===== src/rtl/sxs_pkg.sv =====
package sxs_pkg;
  typedef enum logic [2:0] {
    ST_IDLE,
    ST_PRE_LO,
    ST_PRE_HI,
    ST_ARM_LO,
    ST_SHIFT
  } seq_state_t;
endpackage


===== src/rtl/sxs_phase_timer.sv =====
module sxs_phase_timer #(
  parameter int PHASE_CLKS = 4
) (
  input  logic clk,
  input  logic rst,
  input  logic run,
  output logic expired
);
  localparam int CW = $clog2(PHASE_CLKS + 1);

  logic [CW-1:0] cnt;

  assign expired = run && (cnt == CW'(PHASE_CLKS - 1));

  always_ff @(posedge clk) begin
    if (rst || !run || expired) cnt <= '0;
    else                        cnt <= cnt + 1'b1;
  end
endmodule


===== src/rtl/sxs_spi_shift.sv =====
module sxs_spi_shift #(
  parameter int W        = 8,
  parameter int HALF_SCK = 2
) (
  input  logic         clk,
  input  logic         rst,
  input  logic         go,
  input  logic [W-1:0] din,
  input  logic         miso,
  output logic         sck,
  output logic         mosi,
  output logic [W-1:0] dout,
  output logic         busy,
  output logic         fin
);
  localparam int DW = (HALF_SCK > 1) ? $clog2(HALF_SCK) : 1;
  localparam int BW = (W > 1) ? $clog2(W) : 1;

  logic [DW-1:0] div;
  logic [BW-1:0] bitc;
  logic [W-1:0]  tx_sh;
  logic [W-1:0]  rx_sh;

  assign mosi = tx_sh[W-1];
  assign dout = rx_sh;

  always_ff @(posedge clk) begin
    if (rst) begin
      div   <= '0;
      bitc  <= '0;
      tx_sh <= '0;
      rx_sh <= '0;
      sck   <= 1'b0;
      busy  <= 1'b0;
      fin   <= 1'b0;
    end else begin
      fin <= 1'b0;
      if (go && !busy) begin
        busy  <= 1'b1;
        tx_sh <= din;
        div   <= '0;
        bitc  <= '0;
        sck   <= 1'b0;
      end else if (busy) begin
        if (div == DW'(HALF_SCK - 1)) begin
          div <= '0;
          if (!sck) begin
            sck   <= 1'b1;
            rx_sh <= {rx_sh[W-2:0], miso};
          end else begin
            sck <= 1'b0;
            if (bitc == BW'(W - 1)) begin
              busy <= 1'b0;
              fin  <= 1'b1;
            end else begin
              bitc  <= bitc + 1'b1;
              tx_sh <= {tx_sh[W-2:0], 1'b0};
            end
          end
        end else begin
          div <= div + 1'b1;
        end
      end
    end
  end

  // data presented to the far end must not move at a sampling edge
  p_mosi_stable_r5: assert property (@(posedge clk) disable iff (rst)
    (busy && $rose(sck)) |-> $stable(mosi));

  // a launch only ever reaches an idle engine
  p_go_idle_r8: assert property (@(posedge clk) disable iff (rst)
    go |-> !busy);
endmodule


===== src/rtl/sel_xfer_seq.sv =====
module sel_xfer_seq #(
  parameter int PHASE_CLKS = 4,
  parameter int HALF_SCK   = 2,
  parameter int W          = 8
) (
  input  logic         clk,
  input  logic         rst,
  input  logic         start,
  input  logic [W-1:0] tx_byte,
  output logic [W-1:0] rx_byte,
  output logic         done,
  output logic         sck,
  output logic         mosi,
  input  logic         miso,
  output logic         sel_n,
  output logic         rck_sload
);
  import sxs_pkg::*;

  seq_state_t   state, nxt;
  logic [W-1:0] tx_hold;
  logic         t_run, t_exp;
  logic         go;
  logic         sh_busy, sh_fin;
  logic [W-1:0] sh_dout;
  logic         sel_nxt;

  assign t_run = (state == ST_PRE_LO) || (state == ST_PRE_HI) || (state == ST_ARM_LO);
  assign go    = (state == ST_ARM_LO) && t_exp;

  sxs_phase_timer #(.PHASE_CLKS(PHASE_CLKS)) u_timer (
    .clk(clk), .rst(rst), .run(t_run), .expired(t_exp)
  );

  sxs_spi_shift #(.W(W), .HALF_SCK(HALF_SCK)) u_shift (
    .clk(clk), .rst(rst), .go(go), .din(tx_hold), .miso(miso),
    .sck(sck), .mosi(mosi), .dout(sh_dout), .busy(sh_busy), .fin(sh_fin)
  );

  always_comb begin
    nxt = state;
    unique case (state)
      ST_IDLE:   if (start)  nxt = ST_PRE_LO;
      ST_PRE_LO: if (t_exp)  nxt = ST_PRE_HI;
      ST_PRE_HI: if (t_exp)  nxt = ST_ARM_LO;
      ST_ARM_LO: if (t_exp)  nxt = ST_SHIFT;
      ST_SHIFT:  if (sh_fin) nxt = ST_IDLE;
      default:               nxt = ST_IDLE;
    endcase
  end

  assign sel_nxt = !((nxt == ST_PRE_LO) || (nxt == ST_ARM_LO) || (nxt == ST_SHIFT));

  always_ff @(posedge clk) begin
    if (rst) begin
      state     <= ST_IDLE;
      sel_n     <= 1'b1;
      rck_sload <= 1'b0;
      done      <= 1'b0;
      rx_byte   <= '0;
      tx_hold   <= '0;
    end else begin
      state     <= nxt;
      sel_n     <= sel_nxt;
      rck_sload <= !sel_nxt;
      done      <= (state == ST_SHIFT) && sh_fin;
      if (state == ST_IDLE && start)   tx_hold <= tx_byte;
      if (state == ST_SHIFT && sh_fin) rx_byte <= sh_dout;
    end
  end

  // the two select polarities never disagree
  p_inverse_r2: assert property (@(posedge clk) disable iff (rst)
    rck_sload == !sel_n);

  // the serial clock is quiet whenever the devices are deselected
  p_sck_quiet_r5: assert property (@(posedge clk) disable iff (rst)
    sel_n |-> !sck);

  // completion is a single-cycle pulse
  p_done_pulse_r7: assert property (@(posedge clk) disable iff (rst)
    done |=> !done);

  // completion coincides with the committing select edge
  p_done_sel_r7: assert property (@(posedge clk) disable iff (rst)
    done |-> $rose(sel_n));

  // a start during a cycle leaves the outgoing byte alone
  p_ignore_r8: assert property (@(posedge clk) disable iff (rst)
    (state != ST_IDLE && start) |=> $stable(tx_hold));
endmodule


===== config.mk =====
export PLATFORM = sky130hd
export DESIGN_NAME = sel_xfer_seq
export DESIGN_NICKNAME = d
export VERILOG_FILES = /design/src/rtl/sxs_pkg.sv /design/src/rtl/sxs_phase_timer.sv /design/src/rtl/sxs_spi_shift.sv /design/src/rtl/sel_xfer_seq.sv
export SDC_FILE = /design/constraint.sdc
export NUM_CORES = 1
export LEC_CHECK = 0
export ABC_AREA = 1
export BUFFER_PORTS_ARGS = -buffer_cell sky130_fd_sc_hd__buf_4
export CAP_MARGIN = 40
export CORE_ASPECT_RATIO = 0.7
export CORE_MARGIN = 2
export CORE_UTILIZATION = 40
export CTS_BUF_LIST = sky130_fd_sc_hd__clkbuf_8
export DETAILED_ROUTE_END_ITERATION = 10
export PLACE_DENSITY_LB_ADDON = 0.1
export REMOVE_ABC_BUFFERS = 1
export SYNTH_ARGS = -nofsm -noshare
export SYNTH_HDL_FRONTEND = slang
export SYNTH_HIERARCHICAL = 1
export SYNTH_SLANG_ARGS = --single-unit

===== constraint.sdc =====
create_clock -name clk -period 2.07 [get_ports clk]
set_input_delay 0.414 -clock clk [delete_from_list [all_inputs] [get_ports clk]]
set_output_delay 0.414 -clock clk [all_outputs]
set_load 0.01 [all_outputs]

-- After elaboration in Yosys (flattened, before gate mapping)
Cells that the tools add are included.
- $add $sub $neg: 3
- muxes and demuxes: 19
- reduce and logical (&&, ||, !) cells: 24
- equal/unequal tests: 10
- bitwise operators: 5
- operators by type and width (operator ; number):
    8-bit 2-to-1 mux ; 5
    3-bit 2-to-1 mux ; 5
    3-bit one-hot mux with 5 select lines ; 1
    3-bit by 2-bit == test with 1-bit output, second input constant ; 4
    4-bit AND reduction ; 3
    3-bit == test, second input constant ; 3
    1-bit 2-to-1 mux ; 8
    3-bit by 1-bit adder with 3-bit output, second input constant ; 2
    3-bit by 1-bit == test with 1-bit output, second input constant ; 2
    1-bit logical OR ; 6
    2-bit nonzero test ; 3
    1-bit logical AND ; 5
    1-bit inverter ; 5
    5-bit OR reduction ; 1
    1-bit logical NOT ; 3
    3-bit logical NOT ; 1
    2-bit by 1-bit inequality test with 1-bit output, second input constant ; 1
    2-bit AND reduction ; 1
    2-bit OR reduction ; 1
    1-bit adder, second input constant ; 1
- word-level logic and storage cells: 75
- register bits: 48
- output and inout bits: 13
- input bits: 12

-- Logic depth before layout (Yosys ltp)
Gate-level depths: netlist of the first run.
- depth after elaboration: 10
- depth in mapped cells: 15
- mapped depth without buffers: 15

-- Cells and area by module
Netlist of the first run, hierarchy kept.
- by module, submodules not included (module ; seq. area each (µm²) ; area each (µm²) ; instances ; cells each):
    sxs_spi_shift ; 460.4 ; 1006.0 ; 1 ; 138
    sel_xfer_seq ; 440.4 ; 865.8 ; 1 ; 105
    sxs_phase_timer ; 60.1 ; 128.9 ; 1 ; 15

-- Worst setup path after synthesis of the first run
No wires, ideal clock.
- kind: reg-to-reg
- start: register u_timer.cnt[0]
- end: register u_shift.tx_sh[7]
- cell stages (with the launch flop): 15
- data required time: 1956 ps
- data arrival time: 1606 ps
- setup slack: 350 ps
- path buffers: 1
- clock period less this slack: 1720 ps
- setup time: 114 ps
- cell sequence: dfxtp_1 -> ha_1 -> ha_1 -> nand2_1 -> inv_1 -> nand2_1 -> nor2_1 -> nand2_1 -> inv_1 -> nand2_4 -> clkbuf_8 -> nand2_1 -> nand2_1 -> a21oi_1 -> nor2_1
- longest elaborated chain between the ends: 6
- elaborated cells between the ends (all ways): 10
- classes of those cells: eq/ne (2); mux (1); reduce/logical (7)
- ends and longest elaborated chain (item ; RTL line ; text):
    start, declared ; sxs_phase_timer.sv:11 ; logic [CW-1:0] cnt;
    start signal, assigned ; sxs_phase_timer.sv:17 ; else cnt <= cnt + 1'b1;
    3-bit by 2-bit == test with 1-bit output (*) ; sxs_phase_timer.sv:13 ; assign expired = run && (cnt == CW'(PHASE_CLKS - 1));
    1-bit logical AND (*) ; sxs_phase_timer.sv:13 ;
    via t_exp ; sel_xfer_seq.sv:22 ; logic t_run, t_exp;
    1-bit logical AND (*) ; sel_xfer_seq.sv:29 ; assign go = (state == ST_ARM_LO) && t_exp;
    via go ; sel_xfer_seq.sv:23 ; logic go;
    1-bit logical AND (*) ; sxs_spi_shift.sv:38 ; if (go && !busy) begin
    2-bit by 1-bit inequality test with 1-bit output (no line) or 2-bit nonzero test (tied branches) ; - ;
    4-bit AND reduction (no line) ; - ;
    end signal, assigned ; sxs_spi_shift.sv:40 ; tx_sh <= din;
    end signal, assigned ; sxs_spi_shift.sv:57 ; tx_sh <= {tx_sh[W-2:0], 1'b0};
    end, declared ; sxs_spi_shift.sv:21 ; logic [W-1:0] tx_sh;
Mark *: on every way through the listed nets, which the timed path passes. The rest lies on a longest branch.
A chain may end at the register's enable or synchronous reset.

-- Worst setup path in the final report of the first run
- start: register u_timer.cnt[0]
- end: register u_shift.tx_sh[5]
Same word-level chain as after synthesis.

==> results of run 1 <==
-- cells in the mapped netlist --
master	number	area [µm²]
sky130_fd_sc_hd__nand2_1	55	206
sky130_fd_sc_hd__nand2_2	1	6.26
sky130_fd_sc_hd__nor3_1	2	10.0
sky130_fd_sc_hd__clkbuf_8	1	13.8
sky130_fd_sc_hd__buf_6	1	11.3
sky130_fd_sc_hd__buf_12	1	20.0
sky130_fd_sc_hd__inv_2	2	7.51
sky130_fd_sc_hd__nor2_1	35	131
sky130_fd_sc_hd__nand3b_1	2	15.0
sky130_fd_sc_hd__clkbuf_1	2	7.51
sky130_fd_sc_hd__o21bai_1	1	7.51
sky130_fd_sc_hd__nand4_1	9	56.3
sky130_fd_sc_hd__buf_4	1	7.51
sky130_fd_sc_hd__nand3_1	21	105
sky130_fd_sc_hd__dfxtp_1	48	961
sky130_fd_sc_hd__a21oi_1	25	125
sky130_fd_sc_hd__buf_2	3	15.0
sky130_fd_sc_hd__o21ai_0	12	60.1
sky130_fd_sc_hd__nor2_4	2	22.5
sky130_fd_sc_hd__nand3_2	2	20.0
sky130_fd_sc_hd__ha_1	5	62.6
sky130_fd_sc_hd__nor2_2	2	12.5
sky130_fd_sc_hd__inv_1	22	82.6
sky130_fd_sc_hd__nand2_4	3	33.8
-- sequential cells by signal (all words and copies together) (netlist names) --
register,count
rx_byte,8
tx_hold,8
u_shift/dout,8
u_shift/tx_sh,8
state,3
u_shift/bitc,3
u_timer/cnt,3
done,1
rck_sload,1
sel_n,1
u_shift/busy,1
u_shift/div,1
u_shift/fin,1
u_shift/sck,1
-- metrics by stage --
step	power (W)	util, %	std cells	area (µm²)	setup slack (ps)
3_5_place_dp	0.00105	46.1	345	2210	88.0
3_3_place_gp	0.00105	46.1	345	2210	178
4_1_cts	0.00162	48.0	353	2310	82.1
6_report	0.00160	48.0	353	2310	243
5_1_grt	0.00168	48.0	353	2310	2.05
2_1_floorplan	0.00101	-	249	1930	125
-- metal layers --
layer	wire, µm	up-vias
met2	1540	24
met5	0	-
met4	62	0
met1	2110	741
met3	158	7
li1	-	885
-- cells by family after synthesis --
group | synth area share [%]
AND/OR/NAND/NOR | 31.0
flip-flops | 48.0
AO/OA/AOI/OAI | 9.63
buffers and inverters | 8.26
adder cells (fa/ha/maj) | 3.13
-- power by group through the flow --
stage	Combinational (W)	Sequential, W	Clock, W
floorplan	0.0000398	0.000966	0
global placement	0.0000846	0.000967	0
detailed placement	0.0000853	0.000966	0
CTS	0.0000855	0.000945	0.000594
global route	0.0000949	0.000947	0.000634
finish	0.0000842	0.000945	0.000569
-- critical path: cells and delay by family, from the launching register on --
kind          cells  cell delay (ps)
buf+inv           3              250
flops             1              340
simple gates     10              840
fa+ha+maj         2              300
-- cell type report --
type | count | area share (%)
clock buffers | 5 | 2.98
clock inverters | 3 | 1.03
inverters | 24 | 3.90
multi-input cells | 177 | 38.0
flip-flops and latches | 48 | 41.6
well taps | 69 | 3.74
repair buffers | 27 | 8.78
-- worst max-delay path by stage --
stage,end,slack (ps),depth (start not counted)
floorplan,u_shift/div,120,13
global placement,u_shift/bitc[2],180,13
detailed placement,u_shift/bitc[2],90,13
CTS,u_shift/bitc[2],80,13
global route,u_shift/bitc[1],2,13
finish,u_shift/tx_sh[5],240,15
==> out/qor.tcl, run 1 <==
set qor(drt-vias-per-instance) 4.69
set qor(initial_utilization_pct) 41.6
set qor(crit_path_end_kind) {register}
set qor(holdCritStartpoint) {miso}
set qor(timing.final.max_slew_violations) 0
set qor(die_area_um2) 5590
set qor(ys_ff_latch) 48
set qor(origin_of_the_worst_setup_path) {u_timer/cnt[0]}
set qor(overflow) 0
set qor(syn_to_final_growth_pct) 15.4
set qor(fill_cell_count) 515
set qor(drt_iter0_markers) 116
set qor(run_status) {finished clean}
set qor(wl_per_cell_um) 11.0
set qor(signal_arrival_time_at_the_worst_endpoint_ps) 2040
set qor(pin_count_of_the_biggest_net_entering_global_routing) 30
set qor(antenna_found_initial) 0
set qor(clkPwrFrac_pct) 35.6
set qor(timing.reg2reg.worst_path_depth) 15
set qor(clk-insertion-delay-late_ps) 310
set qor(number_of_optimization_iterations_in_the_first_detailed_route_pass) 4
set qor(switching_share_pct) 24.2
set qor(cts-buffers-inserted) 5
set qor(synthCells) 258
set qor(hp-class) {primary input to register}
set qor(r2r_start) {u_timer/cnt[0]}
set qor(clock-sinks) 48
set qor(grt_pass1_vias) 1537
set qor(worstReg2RegEnd) {u_shift/tx_sh[5]}
set qor(maximum_buffer_depth_of_the_clock_tree) 2
set qor(insertedDiodeCount) 0
set qor(p_int_w) 0.00121
set qor(drv.max_cap_violation_count) 0
set qor(max_freq_ghz) 0.547
set qor(final.setup.tns_ps) 0
set qor(grt_setup_unrepaired) {no}
set qor(period_share_pct) 88.3
set qor(port-buffer-count) 24
set qor(ctsHtreeMaxLevel) 2
set qor(report.final.hold_viol_count) 0
set qor(globalRouteMet2Util_pct) 22.0
set qor(comb_pwr_share_pct) 5.3
set qor(clock_skew_ps) 6.59
set qor(hpwl_um) 2710
set qor(cpMostUsedCell) {sky130_fd_sc_hd__nand2_1}
set qor(floorplan.io_pins) 25
set qor(floorplan.rows) 21
set qor(synth-warning-count) 6
set qor(cts-root-buf) {sky130_fd_sc_hd__clkbuf_8}
set qor(cts.reportedPaths.clkPinSlew_ps) 90
set qor(multi_input_area_um2) 877
set qor(floorplan.die.height_um) 63.2
set qor(top_usage_layer) {met1}
set qor(cp_data_required_time_ps) 2280
set qor(cp_slowest_cell) {sky130_fd_sc_hd__dfxtp_1}
set qor(sequentialPowerShare_pct) 59.1
set qor(report.final.setup_viol) 0
set qor(tightest_slew_ps) 378
set qor(number_of_distinct_standard_cells_referenced_by_the_synthesized_netlist) 24
set qor(layout.area.seq_um2) 961
set qor(track_usage_pct) 15.9
set qor(cp_cell_sequence) {ha_1 -> ha_1 -> nand2_1 -> inv_1 -> nand2_1 -> nor2_1 -> nand2_1 -> inv_2 -> nand2_4 -> nand2_1 -> inv_1 -> nand2_1 -> nand2_1 -> nand2_1 -> nand2_1}
set qor(floorplan.die.width_um) 88.5
set qor(gpl.final_weighted_congestion) 0.727
set qor(p_leak_nw) 1.05
set qor(cts-hold-fix-buffers) 0
set qor(period_minus_slack_ps) 1830
set qor(min_delay_path_depth) 3
set qor(drtAntennaViolNets) 0
set qor(power_density_nw_per_um2) 692
set qor(seq_area_frac_synth_pct) 48.0
set qor(ratio_of_cells_with_drive_above_1_in_the_final_layout_pct) 17.3
set qor(max-vdd-ir-drop_mv) 0.285
set qor(clock_tree_from_tritoncts) {built}
set qor(syn_avg_cell_area_um2) 7.75
set qor(power.switching_w) 0.000386
set qor(final_cell_mix) {55 x sky130_fd_sc_hd__nand2_1, 48 x sky130_fd_sc_hd__dfxtp_1, 34 x sky130_fd_sc_hd__nor2_1, 27 x sky130_fd_sc_hd__buf_4, 25 x sky130_fd_sc_hd__a21oi_1}
set qor(start_kind) {register}
set qor(final_common_cell) {sky130_fd_sc_hd__nand2_1}
set qor(min_to) {u_shift/dout[0]}
set qor(timing.setup.critical_path_class) {register to register}
set qor(global_route.usage.met3_pct) 4.06
set qor(netlist_area_um2) 2000
set qor(slew-limit-headroom_pct) 74.7
set qor(globalRouteMet1Util_pct) 23.7
set qor(finalHoldWorstSlack_ps) 318
set qor(reg2reg_slack_ps) 240
set qor(final_net_count) 300
set qor(worst-path-max-fanout) 15
set qor(detailroute.via_count) 1657
set qor(post-route-drc-count) 0
set qor(global_route_wire_length_before_repair_um) 7000
set qor(coreArea_um2) 4810
set qor(postCtsSetupRepairBufs) 0
set qor(finalWirelength_um) 3870
set qor(post_cts_resize_count) 0
set qor(max_stage_delay_ps) 340
Note: power is estimated with default switching activity, not from simulation.
==> run 2: changes to the inputs <==
--- a/config.mk
+++ b/config.mk
@@ -10,7 +10,7 @@
 export CAP_MARGIN = 40
 export CORE_ASPECT_RATIO = 0.7
 export CORE_MARGIN = 2
-export CORE_UTILIZATION = 40
+export CORE_UTILIZATION = 59
 export CTS_BUF_LIST = sky130_fd_sc_hd__clkbuf_8
 export DETAILED_ROUTE_END_ITERATION = 10
 export PLACE_DENSITY_LB_ADDON = 0.1
==> run 2 against run 1 <==
  * Final cell count down 8.8%
  * Final area fell by 0.76%
  * Count of clock-buffer cells in the layout unchanged
  * Combinational power is 2.7% lower
  * Utilization is 24 points higher
  * Power increased by 5.4%
  * Via count down 0.66%
  * Critical path type unchanged
==> out/qor.tcl, run 2 (same netlist as run 1, synthesis figures left out) <==
set qor(signal_arrival_time_at_the_worst_endpoint_ps) 2010 ;# -30 ps
set qor(grt_pass1_vias) 1419 ;# -7.7%
set qor(die_area_um2) 3880 ;# -31%
set qor(period_minus_slack_ps) 1820 ;# -2.74 ps
set qor(finalHoldWorstSlack_ps) 347 ;# +28.7 ps
set qor(report.final.setup_viol) 0 ;# unchanged
set qor(cp_data_required_time_ps) 2260 ;# -20 ps
set qor(max-vdd-ir-drop_mv) 0.476 ;# +67%
set qor(timing.final.max_slew_violations) 0 ;# unchanged
set qor(initial_utilization_pct) 62.7 ;# +21 points
set qor(min_to) {u_shift/dout[0]}
set qor(placedCellCount) 314 ;# -9.0%
set qor(postCtsSetupRepairBufs) 0 ;# unchanged
set qor(post_cts_resize_count) 0 ;# unchanged
set qor(pre_cts_ws_ps) 167 ;# +79.5 ps
set qor(coreArea_um2) 3190 ;# -34%
set qor(p_leak_nw) 1.07 ;# +1.6%
set qor(clk-insertion-delay-late_ps) 290 ;# -20 ps
set qor(finalWirelength_um) 3700 ;# -4.4%
set qor(hp-class) {primary input to register}
set qor(maximum_buffer_depth_of_the_clock_tree) 2 ;# unchanged
set qor(timing.setup.critical_path_class) {register to register}
set qor(finish.cell_count_without_fillers) 322 ;# -8.8%
set qor(drtAntennaViolNets) 0 ;# unchanged
set qor(floorplan.die.width_um) 73.6 ;# -17%
set qor(insertedDiodeCount) 0 ;# unchanged
set qor(clock_tree_from_tritoncts) {built}
set qor(detailroute.via_count) 1646 ;# -0.66%
set qor(hpwl_um) 2590 ;# -4.6%
set qor(cts-buffers-inserted) 5 ;# unchanged
set qor(global_route_wire_length_before_repair_um) 6180 ;# -12%
set qor(origin_of_the_worst_setup_path) {state[1]}
set qor(cts-root-buf) {sky130_fd_sc_hd__clkbuf_8}
set qor(clock_skew_ps) 6.48 ;# -0.117 ps
set qor(drt_iter0_markers) 94 ;# -19%
set qor(final_cell_mix) {55 x sky130_fd_sc_hd__nand2_1, 48 x sky130_fd_sc_hd__dfxtp_1, 33 x sky130_fd_sc_hd__nor2_1, 27 x sky130_fd_sc_hd__buf_4, 25 x sky130_fd_sc_hd__a21oi_1}
set qor(drt-vias-per-instance) 5.11 ;# +8.9%
set qor(period_share_pct) 88.1 ;# -0.13 points
set qor(run_status) {finished clean}
set qor(gpl.final_weighted_congestion) 0.790 ;# +8.6%
set qor(report.final.hold_viol_count) 0 ;# unchanged
set qor(cts.reportedPaths.clkPinSlew_ps) 90 ;# about the same
set qor(r2r_start) {state[1]}
set qor(crit_path_end_kind) {register}
set qor(drv.max_cap_violation_count) 0 ;# unchanged
set qor(max_freq_ghz) 0.548 ;# +0.15%
set qor(cts-hold-fix-buffers) 0 ;# unchanged
set qor(floorplan.rows) 17 ;# -19%
set qor(floorplan.die.height_um) 52.7 ;# -17%
set qor(reg2reg_slack_ps) 250 ;# about the same
set qor(ratio_of_cells_with_drive_above_1_in_the_final_layout_pct) 17.3 ;# unchanged
set qor(fill_cell_count) 254 ;# -51%
set qor(grt_setup_unrepaired) {no}
set qor(port-buffer-count) 24 ;# unchanged
set qor(number_of_optimization_iterations_in_the_first_detailed_route_pass) 4 ;# unchanged
set qor(worstReg2RegEnd) {u_shift/bitc[2]}
set qor(worst_slack_ps) 246 ;# +2.73 ps
set qor(wl_per_cell_um) 11.5 ;# +4.8%
set qor(floorplan.io_pins) 25 ;# unchanged
set qor(timing.reg2reg.worst_path_depth) 13 ;# -2
set qor(clock-sinks) 48 ;# unchanged
set qor(slew-limit-headroom_pct) 76.4 ;# +1.6 points
set qor(min_delay_path_depth) 3 ;# unchanged
set qor(post-route-drc-count) 0 ;# unchanged
set qor(start_kind) {register}
set qor(final_common_cell) {sky130_fd_sc_hd__nand2_1}
set qor(syn_to_final_growth_pct) 14.6
set qor(worst-path-max-fanout) 5 ;# -10
set qor(power.total_w) 0.00168 ;# +5.4%
set qor(power_density_nw_per_um2) 735 ;# +6.2%
set qor(pin_count_of_the_biggest_net_entering_global_routing) 30 ;# unchanged
set qor(tightest_slew_ps) 354 ;# -24.4 ps
set qor(ctsHtreeMaxLevel) 2 ;# unchanged
set qor(track_usage_pct) 21.0 ;# +5.1 points
set qor(final.setup.tns_ps) 0 ;# unchanged
set qor(antenna_found_initial) 0 ;# unchanged
set qor(final_net_count) 300 ;# unchanged
set qor(overflow) 0 ;# unchanged
set qor(holdCritStartpoint) {miso}
[run 2: changes by cell type in the layout (fill, tap and decap cells not counted)]
cell                         before  now
sky130_fd_sc_hd__clkinv_4         1    0
sky130_fd_sc_hd__bufinv_16        0    1
sky130_fd_sc_hd__inv_2            3    2
sky130_fd_sc_hd__nor2_1          34   33
sky130_fd_sc_hd__inv_1           21   22
sky130_fd_sc_hd__clkinv_2         0    1
sky130_fd_sc_hd__clkinvlp_4       2    1
sky130_fd_sc_hd__nor2_2           3    4
[run 2: layout make-up]
type / instances / area (µm²) / share of cell area, %
inverter: 24 / 90.1 / 3.93
clock buffer: 5 / 68.8 / 3.00
sequential: 48 / 961 / 41.9
tap: 38 / 47.5 / 2.07
clock inverter: 3 / 42.5 / 1.86
multi-input combinational: 177 / 880 / 38.4
timing repair buffer: 27 / 203 / 8.84
[run 2: layer usage]
layer  part of all wire (%)  routed length (µm)  global-route usage (%)  vias up
met4                    1.0                  38                    7.88        0
met5                      0                   0                       0        -
met1                     52                1910                    29.5      726
li1                       -                   -                       -      886
met3                    4.1                 152                    5.19        5
met2                     43                1600                    31.1       29
[run 2: critical path: stages (launching register included)]
cell                      delay (ps)
sky130_fd_sc_hd__dfxtp_1         380
sky130_fd_sc_hd__nor2_2           60
sky130_fd_sc_hd__nor2_1          190
sky130_fd_sc_hd__nand2_1          90
sky130_fd_sc_hd__inv_1            70
sky130_fd_sc_hd__nand2_1          70
sky130_fd_sc_hd__nor2_1          120
sky130_fd_sc_hd__nand2_1          80
sky130_fd_sc_hd__inv_1           150
sky130_fd_sc_hd__inv_1            80
sky130_fd_sc_hd__nor2_2          190
sky130_fd_sc_hd__nor2_2          100
sky130_fd_sc_hd__o21ai_0          90
sky130_fd_sc_hd__nor2_1           60
[run 2: stage by stage]
step	instance area [µm²]	util, %
after floorplan	1930	-
after global placement	2180	68.2
after detailed placement	2180	68.2
after CTS	2290	71.7
after global routing	2290	71.8
final	2290	71.8
[run 2: worst max path at each step]
stage,end,slack (ps),cells past startpoint
3_5_place_dp,u_shift/bitc[2],170,13
3_3_place_gp,u_shift/bitc[1],260,13
4_1_cts,u_shift/bitc[2],140,13
6_report,u_shift/bitc[2],250,13
2_1_floorplan,u_shift/div,120,13
5_1_grt,u_shift/bitc[2],10,13
[run 2: power breakdown]
group	internal (W)	total (W)	switching, W
sequential	0.000937	0.000944	0.00000721
clock	0.000357	0.000658	0.000300
combinational	0.0000336	0.0000819	0.0000483
